[config.mk]
export PLATFORM = sky130hd
export DESIGN_NAME = spi_xfer_core
export DESIGN_NICKNAME = d
export VERILOG_FILES = /design/src/rtl/spi_xfer_pkg.sv /design/src/rtl/spi_rate_gen.sv /design/src/rtl/spi_bit_sync.sv /design/src/rtl/spi_shift_core.sv /design/src/rtl/spi_xfer_core.sv
export SDC_FILE = /design/constraint.sdc
export NUM_CORES = 1
export LEC_CHECK = 0
export BUFFER_PORTS_ARGS = -buffer_cell sky130_fd_sc_hd__buf_2
export CAP_MARGIN = 20
export CORE_MARGIN = 2
export CORE_UTILIZATION = 53
export CTS_CLUSTER_SIZE = 10
export DETAILED_ROUTE_END_ITERATION = 8
export GPL_ROUTABILITY_DRIVEN = 0
export PLACE_DENSITY_LB_ADDON = 0.15
export SYNTH_ARGS = -nofsm -noshare
export SYNTH_HDL_FRONTEND = slang
export SYNTH_HIERARCHICAL = 1
export SYNTH_SLANG_ARGS = --single-unit
[constraint.sdc]
create_clock -name clk -period 3.5 [get_ports clk]
set_clock_uncertainty 0.1 [all_clocks]
set_input_delay 0.35 -clock clk [delete_from_list [all_inputs] [get_ports clk]]
set_output_delay 0.35 -clock clk [all_outputs]
set_load 0.005 [all_outputs]
[src/rtl/spi_xfer_pkg.sv]
// Package: shared control-register layout, register addresses and the
// rate-code to half-period mapping used by the prescaler.
// Assumes the control field sits in the low bits of the bus word.
package spi_xfer_pkg;

    // Control register layout; bit 0 is master, bit 5:3 the rate code.
    typedef struct packed {
        logic [2:0] rate;
        logic       cpha;
        logic       cpol;
        logic       master;
    } ctl_t;

    localparam int CTL_W  = $bits(ctl_t);
    localparam int HALF_W = 7;

    localparam int ADDR_CTL  = 0;
    localparam int ADDR_STAT = 1;
    localparam int ADDR_DATA = 2;

    // System clocks per half serial-clock period for each rate code.
    function automatic logic [HALF_W-1:0] half_period(input logic [2:0] code);
        logic [HALF_W-1:0] h;
        case (code)
            3'b000:  h = 7'd2;
            3'b001:  h = 7'd8;
            3'b010:  h = 7'd32;
            3'b011:  h = 7'd64;
            3'b100:  h = 7'd1;
            3'b101:  h = 7'd4;
            3'b110:  h = 7'd16;
            default: h = 7'd32;
        endcase
        return h;
    endfunction

endpackage

[src/rtl/spi_rate_gen.sv]
// Prescaler: while run is high, pulses tick once every half serial-clock
// period, as chosen by the rate code. Assumes run rises in the cycle after
// a transfer starts; the first tick then lands one half period later.
module spi_rate_gen
    import spi_xfer_pkg::*;
(
    input  logic       clk,
    input  logic       rst_n,
    input  logic       run,
    input  logic [2:0] rate,
    output logic       tick
);

    logic [HALF_W-1:0] cnt_q;
    logic [HALF_W-1:0] half;

    assign half = half_period(rate);
    assign tick = run && (cnt_q == half - 1'b1);

    // Count system clocks within the current half period.
    always_ff @(posedge clk) begin
        if (!rst_n) begin
            cnt_q <= '0;
        end else if (!run || tick) begin
            cnt_q <= '0;
        end else begin
            cnt_q <= cnt_q + 1'b1;
        end
    end

endmodule

[src/rtl/spi_bit_sync.sv]
// Synchronizer: a chain of STAGES flops that brings one asynchronous bit
// into the system clock domain. Assumes the input is slower than the clock.
module spi_bit_sync #(
    parameter int   STAGES  = 2,
    parameter logic RST_VAL = 1'b0
) (
    input  logic clk,
    input  logic rst_n,
    input  logic d,
    output logic q
);

    logic [STAGES-1:0] chain_q;

    generate
        if (STAGES == 1) begin : g_one
            // Capture the input in a single flop.
            always_ff @(posedge clk) begin
                if (!rst_n) chain_q <= RST_VAL;
                else        chain_q <= d;
            end
        end else begin : g_many
            // Shift the input through the flop chain.
            always_ff @(posedge clk) begin
                if (!rst_n) chain_q <= {STAGES{RST_VAL}};
                else        chain_q <= {chain_q[STAGES-2:0], d};
            end
        end
    endgenerate

    assign q = chain_q[STAGES-1];

endmodule

[src/rtl/spi_shift_core.sv]
// Shifter: holds the outgoing byte and assembles the incoming one. A load
// with phase 0 puts the top bit out at once; with phase 1 the first setup
// event does it. Setup events shift out, sample events shift in.
// Assumes load never coincides with a running transfer.
module spi_shift_core #(
    parameter int W = 8
) (
    input  logic         clk,
    input  logic         rst_n,
    input  logic         load,
    input  logic [W-1:0] load_data,
    input  logic         cpha,
    input  logic         sample_ev,
    input  logic         setup_ev,
    input  logic         in_bit,
    output logic         out_bit,
    output logic [W-1:0] rx_now
);

    logic [W-1:0] tx_q;
    logic [W-1:0] rx_q;
    logic         out_q;

    // Outgoing path: load the byte, then present one bit per setup event.
    always_ff @(posedge clk) begin
        if (!rst_n) begin
            tx_q  <= '0;
            out_q <= 1'b0;
        end else if (load) begin
            if (!cpha) begin
                out_q <= load_data[W-1];
                tx_q  <= {load_data[W-2:0], 1'b0};
            end else begin
                tx_q  <= load_data;
            end
        end else if (setup_ev) begin
            out_q <= tx_q[W-1];
            tx_q  <= {tx_q[W-2:0], 1'b0};
        end
    end

    // Incoming path: append the sampled bit at the bottom.
    always_ff @(posedge clk) begin
        if (!rst_n)         rx_q <= '0;
        else if (sample_ev) rx_q <= {rx_q[W-2:0], in_bit};
    end

    assign rx_now  = sample_ev ? {rx_q[W-2:0], in_bit} : rx_q;
    assign out_bit = out_q;

endmodule

[src/rtl/spi_xfer_core.sv]
// Top: register access, the master edge sequencer, slave edge detection and
// the flag and fault logic around one shifter. Assumes slave sck_i runs no
// faster than clk/4 and the bus issues one access per cycle.
module spi_xfer_core
    import spi_xfer_pkg::*;
#(
    parameter int DATA_W      = 8,
    parameter int ADDR_W      = 2,
    parameter int SYNC_STAGES = 2
) (
    input  logic              clk,
    input  logic              rst_n,
    input  logic              bus_wr,
    input  logic              bus_rd,
    input  logic [ADDR_W-1:0] bus_addr,
    input  logic [DATA_W-1:0] bus_wdata,
    output logic [DATA_W-1:0] bus_rdata,
    input  logic              sck_i,
    output logic              sck_o,
    input  logic              mosi_i,
    output logic              mosi_o,
    input  logic              miso_i,
    output logic              miso_o,
    input  logic              ss_n_i
);

    localparam int EDGE_W = $clog2(2 * DATA_W);
    localparam int CNT_W  = $clog2(DATA_W);
    localparam logic [EDGE_W-1:0] LAST_EDGE = EDGE_W'(2 * DATA_W - 1);
    localparam logic [CNT_W-1:0]  LAST_BIT  = CNT_W'(DATA_W - 1);

    ctl_t              ctl_q;
    logic              done_q, fault_q, seen_q, busy_q, sck_q, sck_prev_q;
    logic [DATA_W-1:0] data_q;
    logic [EDGE_W-1:0] edge_cnt_q;
    logic [CNT_W-1:0]  samp_cnt_q;

    logic ss_s, sck_s, mosi_s, tick;
    logic wr_ctl, wr_data, rd_stat, rd_data, clr_flags;
    logic fault_ev, start, load_sh, m_end, s_end, set_done;
    logic slv_act, s_edge, s_lead, s_sample, s_setup, m_lead;
    logic sample_ev, setup_ev, in_bit, out_bit;
    logic [DATA_W-1:0] rx_now;

    spi_bit_sync #(.STAGES(SYNC_STAGES), .RST_VAL(1'b1)) u_ss_sync (
        .clk(clk), .rst_n(rst_n), .d(ss_n_i), .q(ss_s));
    spi_bit_sync #(.STAGES(SYNC_STAGES), .RST_VAL(1'b0)) u_sck_sync (
        .clk(clk), .rst_n(rst_n), .d(sck_i), .q(sck_s));
    spi_bit_sync #(.STAGES(SYNC_STAGES), .RST_VAL(1'b0)) u_mosi_sync (
        .clk(clk), .rst_n(rst_n), .d(mosi_i), .q(mosi_s));

    spi_rate_gen u_rate (
        .clk(clk), .rst_n(rst_n), .run(busy_q), .rate(ctl_q.rate), .tick(tick));

    spi_shift_core #(.W(DATA_W)) u_shift (
        .clk(clk), .rst_n(rst_n), .load(load_sh), .load_data(bus_wdata),
        .cpha(ctl_q.cpha), .sample_ev(sample_ev), .setup_ev(setup_ev),
        .in_bit(in_bit), .out_bit(out_bit), .rx_now(rx_now));

    // Bus decode.
    assign wr_ctl    = bus_wr && (int'(bus_addr) == ADDR_CTL);
    assign wr_data   = bus_wr && (int'(bus_addr) == ADDR_DATA);
    assign rd_stat   = bus_rd && (int'(bus_addr) == ADDR_STAT);
    assign rd_data   = bus_rd && (int'(bus_addr) == ADDR_DATA);
    assign clr_flags = rd_data && seen_q;

    // Master events.
    assign fault_ev = ctl_q.master && !ss_s;
    assign start    = wr_data && ctl_q.master && !busy_q && !fault_ev;
    assign load_sh  = wr_data && !busy_q;
    assign m_lead   = (edge_cnt_q[0] == 1'b0);
    assign m_end    = tick && (edge_cnt_q == LAST_EDGE);

    // Slave events from the synchronized clock.
    assign slv_act  = !ctl_q.master && !ss_s;
    assign s_edge   = slv_act && (sck_s != sck_prev_q);
    assign s_lead   = (sck_s != ctl_q.cpol);
    assign s_sample = s_edge && (s_lead ^ ctl_q.cpha);
    assign s_setup  = s_edge && !(s_lead ^ ctl_q.cpha);
    assign s_end    = s_sample && (samp_cnt_q == LAST_BIT);

    assign sample_ev = ctl_q.master ? (tick && (m_lead ^ ctl_q.cpha))  : s_sample;
    assign setup_ev  = ctl_q.master ? (tick && !(m_lead ^ ctl_q.cpha)) : s_setup;
    assign in_bit    = ctl_q.master ? miso_i : mosi_s;
    assign set_done  = (ctl_q.master && m_end) || s_end;

    // Control register; a fault clears master mode over any write.
    always_ff @(posedge clk) begin
        if (!rst_n) begin
            ctl_q <= '0;
        end else begin
            if (wr_ctl)   ctl_q        <= ctl_t'(bus_wdata[CTL_W-1:0]);
            if (fault_ev) ctl_q.master <= 1'b0;
        end
    end

    // Master sequencer: busy window, serial clock level and edge count.
    always_ff @(posedge clk) begin
        if (!rst_n) begin
            busy_q     <= 1'b0;
            sck_q      <= 1'b0;
            edge_cnt_q <= '0;
        end else if (fault_ev) begin
            busy_q     <= 1'b0;
            edge_cnt_q <= '0;
        end else if (start) begin
            busy_q     <= 1'b1;
            sck_q      <= ctl_q.cpol;
            edge_cnt_q <= '0;
        end else if (tick) begin
            sck_q      <= ~sck_q;
            edge_cnt_q <= edge_cnt_q + 1'b1;
            if (edge_cnt_q == LAST_EDGE) busy_q <= 1'b0;
        end
    end

    // Slave edge history and sample counter.
    always_ff @(posedge clk) begin
        if (!rst_n) begin
            sck_prev_q <= 1'b0;
            samp_cnt_q <= '0;
        end else begin
            sck_prev_q <= sck_s;
            if (!slv_act)      samp_cnt_q <= '0;
            else if (s_end)    samp_cnt_q <= '0;
            else if (s_sample) samp_cnt_q <= samp_cnt_q + 1'b1;
        end
    end

    // Completion and fault flags with the status-then-data clear sequence.
    always_ff @(posedge clk) begin
        if (!rst_n) begin
            done_q  <= 1'b0;
            fault_q <= 1'b0;
            seen_q  <= 1'b0;
        end else begin
            if (clr_flags) begin
                done_q  <= 1'b0;
                fault_q <= 1'b0;
            end
            if (set_done) done_q <= 1'b1;
            if (fault_ev) begin
                done_q  <= 1'b1;
                fault_q <= 1'b1;
            end
            if (rd_stat && (done_q || fault_q)) seen_q <= 1'b1;
            else if (rd_data)                   seen_q <= 1'b0;
        end
    end

    // Readable data register, loaded when a byte completes.
    always_ff @(posedge clk) begin
        if (!rst_n)        data_q <= '0;
        else if (set_done) data_q <= rx_now;
    end

    // Register read mux.
    always_comb begin
        bus_rdata = '0;
        if (int'(bus_addr) == ADDR_CTL)       bus_rdata[CTL_W-1:0] = ctl_q;
        else if (int'(bus_addr) == ADDR_STAT) bus_rdata[1:0]       = {fault_q, done_q};
        else if (int'(bus_addr) == ADDR_DATA) bus_rdata            = data_q;
    end

    assign sck_o  = (ctl_q.master && busy_q) ? sck_q : ctl_q.cpol;
    assign mosi_o = out_bit;
    assign miso_o = out_bit;

endmodule

Yosys cells after proc, flatten, opt, wreduce, memory -nomap -nowiden
Index checks and enable logic that the tools add are counted.
{"block": "op_classes", "addsub": 4, "n_eq_ne": 13, "mux": 28, "bitwise_logic": 7, "n_reduce_logical": 46}
{"cell": "case mux 7 bit (6 select lines)", "count": 1}
{"cell": "2-to-1 mux 8 bit", "count": 5}
{"cell": "logical AND 1 bit", "count": 22}
{"cell": "2-to-1 mux 1 bit", "count": 18}
{"cell": "equality test 3 bit (second input constant)", "count": 4}
{"cell": "2-to-1 mux 6 bit", "count": 2}
{"cell": "nonzero test 2 bit", "count": 5}
{"cell": "adder 7 x 1 -> 7 bit (second input constant)", "count": 1}
{"cell": "equality test 7 bit", "count": 1}
{"cell": "subtractor 7 x 1 -> 7 bit (second input constant)", "count": 1}
{"cell": "logical NOT 1 bit", "count": 6}
{"cell": "AND reduction 2 bit", "count": 3}
{"cell": "OR reduction 3 bit", "count": 2}
{"cell": "NOT 1 bit", "count": 5}
{"cell": "adder 4 x 1 -> 4 bit (second input constant)", "count": 1}
{"cell": "equality test 2 bit (second input constant)", "count": 2}
{"cell": "equality test 4 bit (second input constant)", "count": 1}
{"cell": "2-to-1 mux 2 bit", "count": 2}
{"cell": "OR reduction 2 bit", "count": 2}
{"cell": "adder 3 x 1 -> 3 bit (second input constant)", "count": 1}
{"cell": "equality test 3 x 1 -> 1 bit (second input constant)", "count": 1}
{"cell": "equality test 3 x 2 -> 1 bit (second input constant)", "count": 1}
{"cell": "logical NOT 3 bit", "count": 1}
{"cell": "logical OR 1 bit", "count": 3}
{"cell": "other kinds (5)", "count": 7}
{"block": "totals", "ff_bits": 57, "input_bits": 18}

Logic depth before layout (Yosys ltp)
Gate-level depths: netlist of the first run.
{"block": "logic_depth", "word_depth": 10, "mapped_depth": 16}

Cells and area by module
The synthesis of the first run kept the hierarchy.
{"module": "spi_xfer_core", "instances": 1, "cells_each": 186, "area_each_um2": 1625.3, "seq_area_each_um2": 540.5}
{"module": "spi_shift_core", "instances": 1, "cells_each": 82, "area_each_um2": 843.3, "seq_area_each_um2": 340.3}
{"module": "spi_rate_gen", "instances": 1, "cells_each": 54, "area_each_um2": 493.0, "seq_area_each_um2": 140.1}
{"module": "spi_bit_sync", "instances": 3, "cells_each": 4, "area_each_um2": 52.6, "seq_area_each_um2": 40.0}

Worst setup path after synthesis of the first run
OpenSTA, ideal clock, no wires.
{"block": "synth_path", "path_kind": "register -> register", "start": "register ctl_q[4] in the netlist's numbering", "end": "register data_q[4]", "arrival_time_ns": 3.509, "required_ns": 3.268, "setup_slack_ns": -0.241, "path_stages_with_launch": 15, "n_path_buf": 3, "synth_period_minus_slack_ns": 3.741, "cell_sequence": "dfxtp_1 buf_6 or3b_2 ha_1 a31o_1 or3_4 a2111oi_4 and2_1 buf_6 nand2_1 o21ai_0 buf_6 mux2_4 a31oi_4 o311ai_2"}
{"block": "synth_via", "elab_chain_len": 8, "elab_cells_between_ends": 16, "cone_classes": "add/sub: 1; eq/ne: 6; mux: 3; reduce/logical: 6"}
{"element": "start, declared", "line": "spi_xfer_core.sv:32", "source": "ctl_t ctl_q;"}
{"element": "start signal, assigned", "line": "spi_xfer_core.sv:92", "source": "if (wr_ctl) ctl_q <= ctl_t'(bus_wdata[CTL_W-1:0]);"}
{"element": "equality test 3 bit (tied with other cells)", "line": "spi_xfer_pkg.sv:24", "source": "case (code)"}
{"element": "case mux 7 bit (6 select lines) *", "line": "spi_xfer_pkg.sv:24"}
{"element": "subtractor 7 x 1 -> 7 bit *", "line": "spi_rate_gen.sv:18", "source": "assign tick = run && (cnt_q == half - 1'b1);"}
{"element": "equality test 7 bit *", "line": "spi_rate_gen.sv:18"}
{"element": "logical AND 1 bit *", "line": "spi_rate_gen.sv:18"}
{"element": "named net tick", "line": "spi_xfer_core.sv:38", "source": "logic ss_s, sck_s, mosi_s, tick;"}
{"element": "logical AND 1 bit *", "line": "spi_xfer_core.sv:82", "source": "assign sample_ev = ctl_q.master ? (tick && (m_lead ^ ctl_q.cpha)) : s_sample;"}
{"element": "2-to-1 mux 1 bit *", "line": "spi_xfer_core.sv:82"}
{"element": "named net sample_ev", "line": "spi_xfer_core.sv:42", "source": "logic sample_ev, setup_ev, in_bit, out_bit;"}
{"element": "2-to-1 mux 8 bit *", "line": "spi_shift_core.sv:48", "source": "assign rx_now = sample_ev ? {rx_q[W-2:0], in_bit} : rx_q;"}
{"element": "named net rx_now[4]", "line": "spi_xfer_core.sv:43", "source": "logic [DATA_W-1:0] rx_now;"}
{"element": "end signal, assigned", "line": "spi_xfer_core.sv:154", "source": "else if (set_done) data_q <= rx_now;"}
{"element": "end, declared", "line": "spi_xfer_core.sv:34", "source": "logic [DATA_W-1:0] data_q;"}
Mark *: on every way through the listed nets, which the timed path passes. The rest lies on a longest branch.
A chain may end at the register's enable or synchronous reset.

Worst setup path in the final report of the first run
{"block": "layout_path", "start": "register ctl_q[3] in the netlist's numbering", "end": "register data_q[4]"}
Same word-level chain as after synthesis.

==> impl_results.md, run 1 <==
- Die Y: ~80 microns
- Core area: 5610 sq um
- Pin count of the biggest net entering global routing: 60
- Min-Delay Path Class: in2reg
- Number of DRC markers in iteration 0: 116
- WL/cell: 14.7 microns
- Synth cell types: 54
- Rel. slew slack: 0.585
- Async set-reset flop share out of synthesis: 0
- Slew Viols, Final: 0
- Post-synth EDFFs: 0
- Synthesized area: ~3100 sq um
- Number of global-route vias before repair: 2277
- Tightest Pin Transition: 0.619 ns
- Worst path cell trace: or3b_4, ha_4, a31o_1, or3_4, a2111oi_4, and2_1, nand2_1, o21ai_1, buf_6, mux2_4, a31oi_4, o311ai_2
- Top delay family on crit path: simple AND/OR/NAND/NOR gates
- IO buf count: 28
- # IOs: 29
- Num rows: 27
- CP bufs+invs: 1
- CTS Root Cell: clkbuf_8
- Initial core utilization: 0.556
- Cells after synthesis: 334
- FF+latch count, synth: 57
- First-pass GRT wire length: 10.7 mm
- Crit path DAT: 3.42 ns
- Pre-CTS setup slack: roughly 0.21 ns
- Detailed placement HPWL: between 4 and 5 mm
- Initial antenna violation count: 0
- Max Fanout on Critical Path: 8
- DR DRC count: 0
- Top cell type's share of synthesized area: 0.366
- Post-CTS Hold Fix Bufs: 0
- Synthesis-to-layout area growth: 12.1%
- FILL cells: 503
- Final number of setup-violating endpoints: 0
- Status: complete, no violations
- Synth Net Count: 357
- Commonest cells after routing, fill and taps aside: dfxtp_1, nand2_1, mux2i_1, buf_2, nor2_1
- Final ANT Viol Nets: 0
- Via count: 2475
- Die footprint: 6510 sq um
- MaxCap Viol Count: 0
- Placed instance area: roughly 3300 sq um
- CP Data Required Time: between 3 and 4 ns
- Die X: approximately 81 microns
- Final Power: 0.00145 W
- Gr ovfl total: 0
- Achievable frequency: 303 MHz
- Syn avg cell area: 9.34 sq um
- Final period util: 0.943
- TritonCTS clock tree: built
- Post-synthesis sequential area ratio: 0.366
- DRT Pass-1 Iters: 4
- Reg area: around 1100 sq um
- P per Cell Area: 414 nW/um^2
- CTS Buf Count: 9
- Final setup margin: 0.199 ns
- Clock Tree Buf Depth: 2
- Fin crit period: 3.30 ns
- Lkg Pwr: roughly 1.4 nW
- Most common cell after layout, fill and taps aside: dfxtp_1
- Fin nets: 384
- H-tree Lvls: 3
- Clock Pin Slew Worst Setup and Hold Paths: 0.06 ns
- Post-route cell area: 3500 sq um
- Clock Sinks: 57
- Crit path kind: reg2reg
- CP max stage delay: 0.43 ns
- Vias per cell: 5.66
- Final hold vios: 0
- Crit-path slowest cell: or3b_4
- Detailed Route WL: 6.44 mm
- Biggest area consumer among synthesized cells: dfxtp_1
- ANT cells: 0
- Footprint of the multi-input gates: around 1800 sq um
- Synth area leaders: dfxtp_1, mux2i_1, nand2_1
- Startpoint Class: register
- Synth warnings: 6
- Synth Flop Type: dfxtp_1
- Peak VDD IR: 234 uV
- Critical path capture point type: register
- Post-CTS Setup Inserts: 0
- Clk Latency, worst-skew pair: 0.34 ns
- Total GRT Usage: 0.217
- Share of layout cells above drive strength 1: 0.214
[worst paths after layout]
kind	slack, ns	endpoint	from	depth (start not counted)
worst max-delay path	0.20	data_q[4]$_SDFFE_PN0P_	ctl_q[3]$_SDFFE_PN0P_	12
worst min-delay path	0.09	u_ss_sync/chain_q[0]$_SDFF_PN1_	ss_n_i	2
worst max register to register	0.20	data_q[4]$_SDFFE_PN0P_	ctl_q[3]$_SDFFE_PN0P_	12
worst min register to register	0.31	u_ss_sync/chain_q[1]$_SDFF_PN1_	u_ss_sync/chain_q[0]$_SDFF_PN1_	1
[cell type report]
class,count,area share
Clock buffer,12,0.0415
Clock inverter,3,0.0186
Inverter,5,0.00537
Multi-Input combinational cell,250,0.520
Sequential cell,57,0.326
Tap cell,72,0.0258
Timing Repair Buffer,38,0.0626
[kinds of logic (layout without fill, tap and decap cells)]
family	after synthesis	in the layout	share of synthesized area
XOR/XNOR	16	16	0.0473
adder cells (fa/ha/maj)	5	5	0.0201
flip-flops	57	57	0.366
AO/OA/AOI/OAI	49	49	0.114
AND/OR/NAND/NOR	141	141	0.255
buffers and inverters	27	58	0.0578
multiplexers	39	39	0.140
[report_power, final]
group | internal (W) | leakage (nW) | switching [W]
Combinational | 0.0000474 | 0.821 | 0.0000575
Sequential | 0.000660 | 0.462 | 0.00000806
Clock | 0.000416 | 0.106 | 0.000258
Total | 0.00112 | 1.39 | 0.000324
[flip-flops by register name, indices dropped and copies added, names as in the netlist]
name and cells:
busy_q 1, ctl_q 6, data_q 8, done_q 1, edge_cnt_q 4, fault_q 1, samp_cnt_q 3, sck_prev_q 1
sck_q 1, seen_q 1, u_mosi_sync/chain_q 2, u_rate/cnt_q 7, u_sck_sync/chain_q 2, u_shift/out_bit 1, u_shift/rx_q 8, u_shift/tx_q 8
u_ss_sync/chain_q 2
[through the flow]
stage | hold WS, ns | TNS (ns) | util | cells
finish | 0.0911 | 0 | 0.623 | 437
CTS | 0.0834 | 0 | 0.623 | 437
global placement | 0.288 | 0 | 0.585 | 422
global route | 0.0855 | -0.00883 | 0.623 | 437
detailed placement | 0.302 | 0 | 0.585 | 422
floorplan | 0.286 | 0 | - | 334
[per-layer routing]
layer,wire length [microns],GRT usage,part of all wire
met1,3160,0.283,0.49
met4,86,0.0712,0.013
met3,267,0.0719,0.041
met2,2920,0.340,0.45
met5,0,0,0
[what timing repair did]
item | 4_1_cts | 5_1_grt
resized for setup | 0 | 1
hold endpoints to repair | 0 | 0
setup endpoints to repair | 0 | 2
[worst register-to-register path: cells and delay by family (launching register included)]
family,cells,cell delay (ns)
adders and majority gates,1,0.19
and+or+nand+nor,4,1.07
buffers and inverters,1,0.18
AOI/OAI and AO/OA,5,0.94
DFF,1,0.35
muxes,1,0.34
[Yosys cell counts, types with 3 or more instances]
library cell and count:
and3_1 8, nor3_1 6, nand2b_1 6, buf_6 7
nand3_1 7, mux2_4 9, and2_1 15, nand3b_1 12
a21oi_1 16, inv_1 4, o21ai_0 6, nand2_1 38
xnor2_1 7, nor2b_1 3, dfxtp_1 57, xor2_1 8
a31oi_1 10, nor3b_1 3, nand4_1 9, ha_1 5
buf_2 6, nor2_1 17, o311ai_1 7, mux2i_1 28
clkbuf_1 4
Note: power is estimated with default switching activity, not from simulation.
==> run 2, diff against run 1 <==
Settings changed: CORE_UTILIZATION 53 to 59.
Clock period 3.5 ns to 3.7 ns, I/O delays scaled along.
==> run 2 against run 1 <==
Setup slack better by 0.0031 ns. Sequential share of layout area is 0.30 points higher. Sequential power shrank 5.4%. Core utilization is 5.7 points higher. First-iteration DRC count increased by 36%. Count of clock-buffer cells in the layout increased by 2. Power decreased by 8.3%. Critical path depth fell by 1. Fmax shrank 5.6%. Register-to-register slack is essentially flat. Non-clock buffer count decreased by 1. Via count grew 1.1%. Critical endpoint is now data_q[6]$_SDFFE_PN0P_. Largest cell class unchanged. Largest power group is now registers.
==> impl_results.md, run 2 (same netlist as run 1, synthesis figures left out) <==
- Status: complete, no violations
- Commonest cells after routing, fill and taps aside: dfxtp_1, nand2_1, mux2i_1, buf_2, nor2_1
- Grt met2 use: 0.354 (+0.0135)
- Initial core utilization: 0.611 (+0.0545)
- WL/cell: 14.9 microns (+0.87%)
- ANT cells: 0 (unchanged)
- Rel. slew slack: 0.585 (about the same)
- Post-CTS Hold Fix Bufs: 0 (unchanged)
- Gr busiest metal: met2
- Die X: 76.7 microns (-5.0%)
- CP Data Required Time: 3.83 ns (+0.21 ns)
- Critical path capture point type: register
- Total GRT Usage: 0.236 (+0.0191)
- MaxCap Viol Count: 0 (unchanged)
- Via count: 2501 (+1.1%)
- Setup crit start: ctl_q[5]$_SDFFE_PN0P_
- Detailed placement HPWL: 4.39 mm (-0.16%)
- Share of layout cells above drive strength 1: 0.222 (+0.00822)
- Core area: 5110 sq um (-8.9%)
- Lkg Pwr: 1.38 nW (-0.51%)
- Synthesis-to-layout area growth: 11.4%
- Fin crit period: 3.50 ns (+0.197 ns)
- Initial antenna violation count: 0 (unchanged)
- Clock Pin Slew Worst Setup and Hold Paths: 0.06 ns (about the same)
- Num rows: 26 (-3.7%)
- Setup repair after global routing missed its margin: false
- DRT Pass-1 Iters: 4 (unchanged)
- Reg2reg start: ctl_q[5]$_SDFFE_PN0P_
- Peak VDD IR: 228 uV (-2.4%)
- Gr ovfl total: 0 (unchanged)
- Met1 Usage GRT: 0.318 (+0.0350)
- CTS Root Cell: clkbuf_8
- CTS Buf Count: 9 (unchanged)
- Post-CTS Setup Inserts: 0 (unchanged)
- H-tree Lvls: 3 (unchanged)
- Largest regs: data_q x8, u_shift/rx_q x8, u_shift/tx_q x8
- First-pass GRT wire length: 11.1 mm (+3.4%)
- Final TNS setup: 0 ns (unchanged)
- Fin nets: 383 (-0.26%)
- Pin count of the biggest net entering global routing: 60 (unchanged)
- Vias per cell: 5.75 (+1.5%)
- IO buf count: 28 (unchanged)
- Number of DRC markers in iteration 0: 158 (+36%)
- # IOs: 29 (unchanged)
- Slew Viols, Final: 0 (unchanged)
- Clock Tree Buf Depth: 2 (unchanged)
- Detailed Route WL: 6.46 mm (+0.40%)
- Final period util: 0.946 (+0.00224)
- TritonCTS clock tree: built
- Final hold vios: 0 (unchanged)
- Die footprint: 5880 sq um (-9.7%)
- DR DRC count: 0 (unchanged)
- Clk Latency, worst-skew pair: 0.33 ns (about the same)
- Final ANT Viol Nets: 0 (unchanged)
- Tightest Pin Transition: 0.623 ns (+0.00319 ns)
- Most common cell after layout, fill and taps aside: dfxtp_1
- Clock Sinks: 57 (unchanged)
- Number of global-route vias before repair: 2322 (+2.0%)
- P per Cell Area: 382 nW/um^2 (-7.7%)
- Crit path DAT: 3.63 ns (+0.21 ns)
- Grt met3 use: 0.0671 (-0.00485)
- Crit path kind: reg2reg
- Post-CTS resize count: 0 (unchanged)
- Startpoint Class: register
- Finished Layout Cells: 435 (-0.46%)
- Achievable frequency: 286 MHz (-5.6%)
- Max Fanout on Critical Path: 17 (+9)
- Hold wc startpoint: ss_n_i
- Die Y: 76.7 microns (-5.0%)
- Final number of setup-violating endpoints: 0 (unchanged)
- Post-placement cell count: 419 (-0.71%)
- Min-Delay Path Class: in2reg
-- run 2: power breakdown --
part / total, W / internal, W / switching, W
clock: 0.000599 / 0.000366 / 0.000233
sequential: 0.000632 / 0.000624 / 0.00000819
combinational: 0.0000964 / 0.0000423 / 0.0000542
-- run 2: cell type report --
type | instances | area [sq um]
clock inverters | 2 | 35.0
clock buffers | 14 | 173
fillers | 414 | 1630
multi-input cells | 250 | 1810
repair buffers | 37 | 208
flip-flops and latches | 57 | 1140
inverters | 5 | 18.8
well taps | 70 | 87.6
-- run 2: routing by layer --
layer  part of all wire  vias to the layer above
met5                  0                        -
met4              0.017                        0
met3              0.056                       12
met2               0.46                       79
met1               0.47                     1164
li1                   -                     1246
-- run 2: path summary, 6_finish.rpt --
kind	cells past startpoint	slack, ns	endpoint
worst min register to register	1	0.32	u_ss_sync/chain_q[1]$_SDFF_PN1_
worst max register to register	11	0.20	data_q[6]$_SDFFE_PN0P_
worst min-delay path	2	0.13	u_ss_sync/chain_q[0]$_SDFF_PN1_
worst max-delay path	11	0.20	data_q[6]$_SDFFE_PN0P_
-- run 2: worst max-delay path, stage by stage (launching register included) --
cell       delay (ns)
dfxtp_4          0.37
or3b_2           0.48
ha_2             0.25
a31o_1           0.22
or3_4            0.37
a2111oi_4        0.37
and2_4           0.20
buf_4            0.15
and4_4           0.32
and2_4           0.30
a31oi_1          0.13
o311ai_1         0.13
-- run 2: metrics by stage --
step / worst slack [ns] / utilization / hold slack [ns] / instance area [sq um] / total power, W
final: 0.202 / 0.681 / 0.127 / 3480 / 0.00133
after floorplan: 0.00534 / - / 0.286 / 3120 / 0.000712
after global routing: 0.0390 / 0.681 / 0.122 / 3480 / 0.00139
after detailed placement: 0.0593 / 0.637 / 0.301 / 3250 / 0.000740
after CTS: 0.0534 / 0.678 / 0.108 / 3460 / 0.00134
after global placement: 0.222 / 0.637 / 0.305 / 3250 / 0.000739
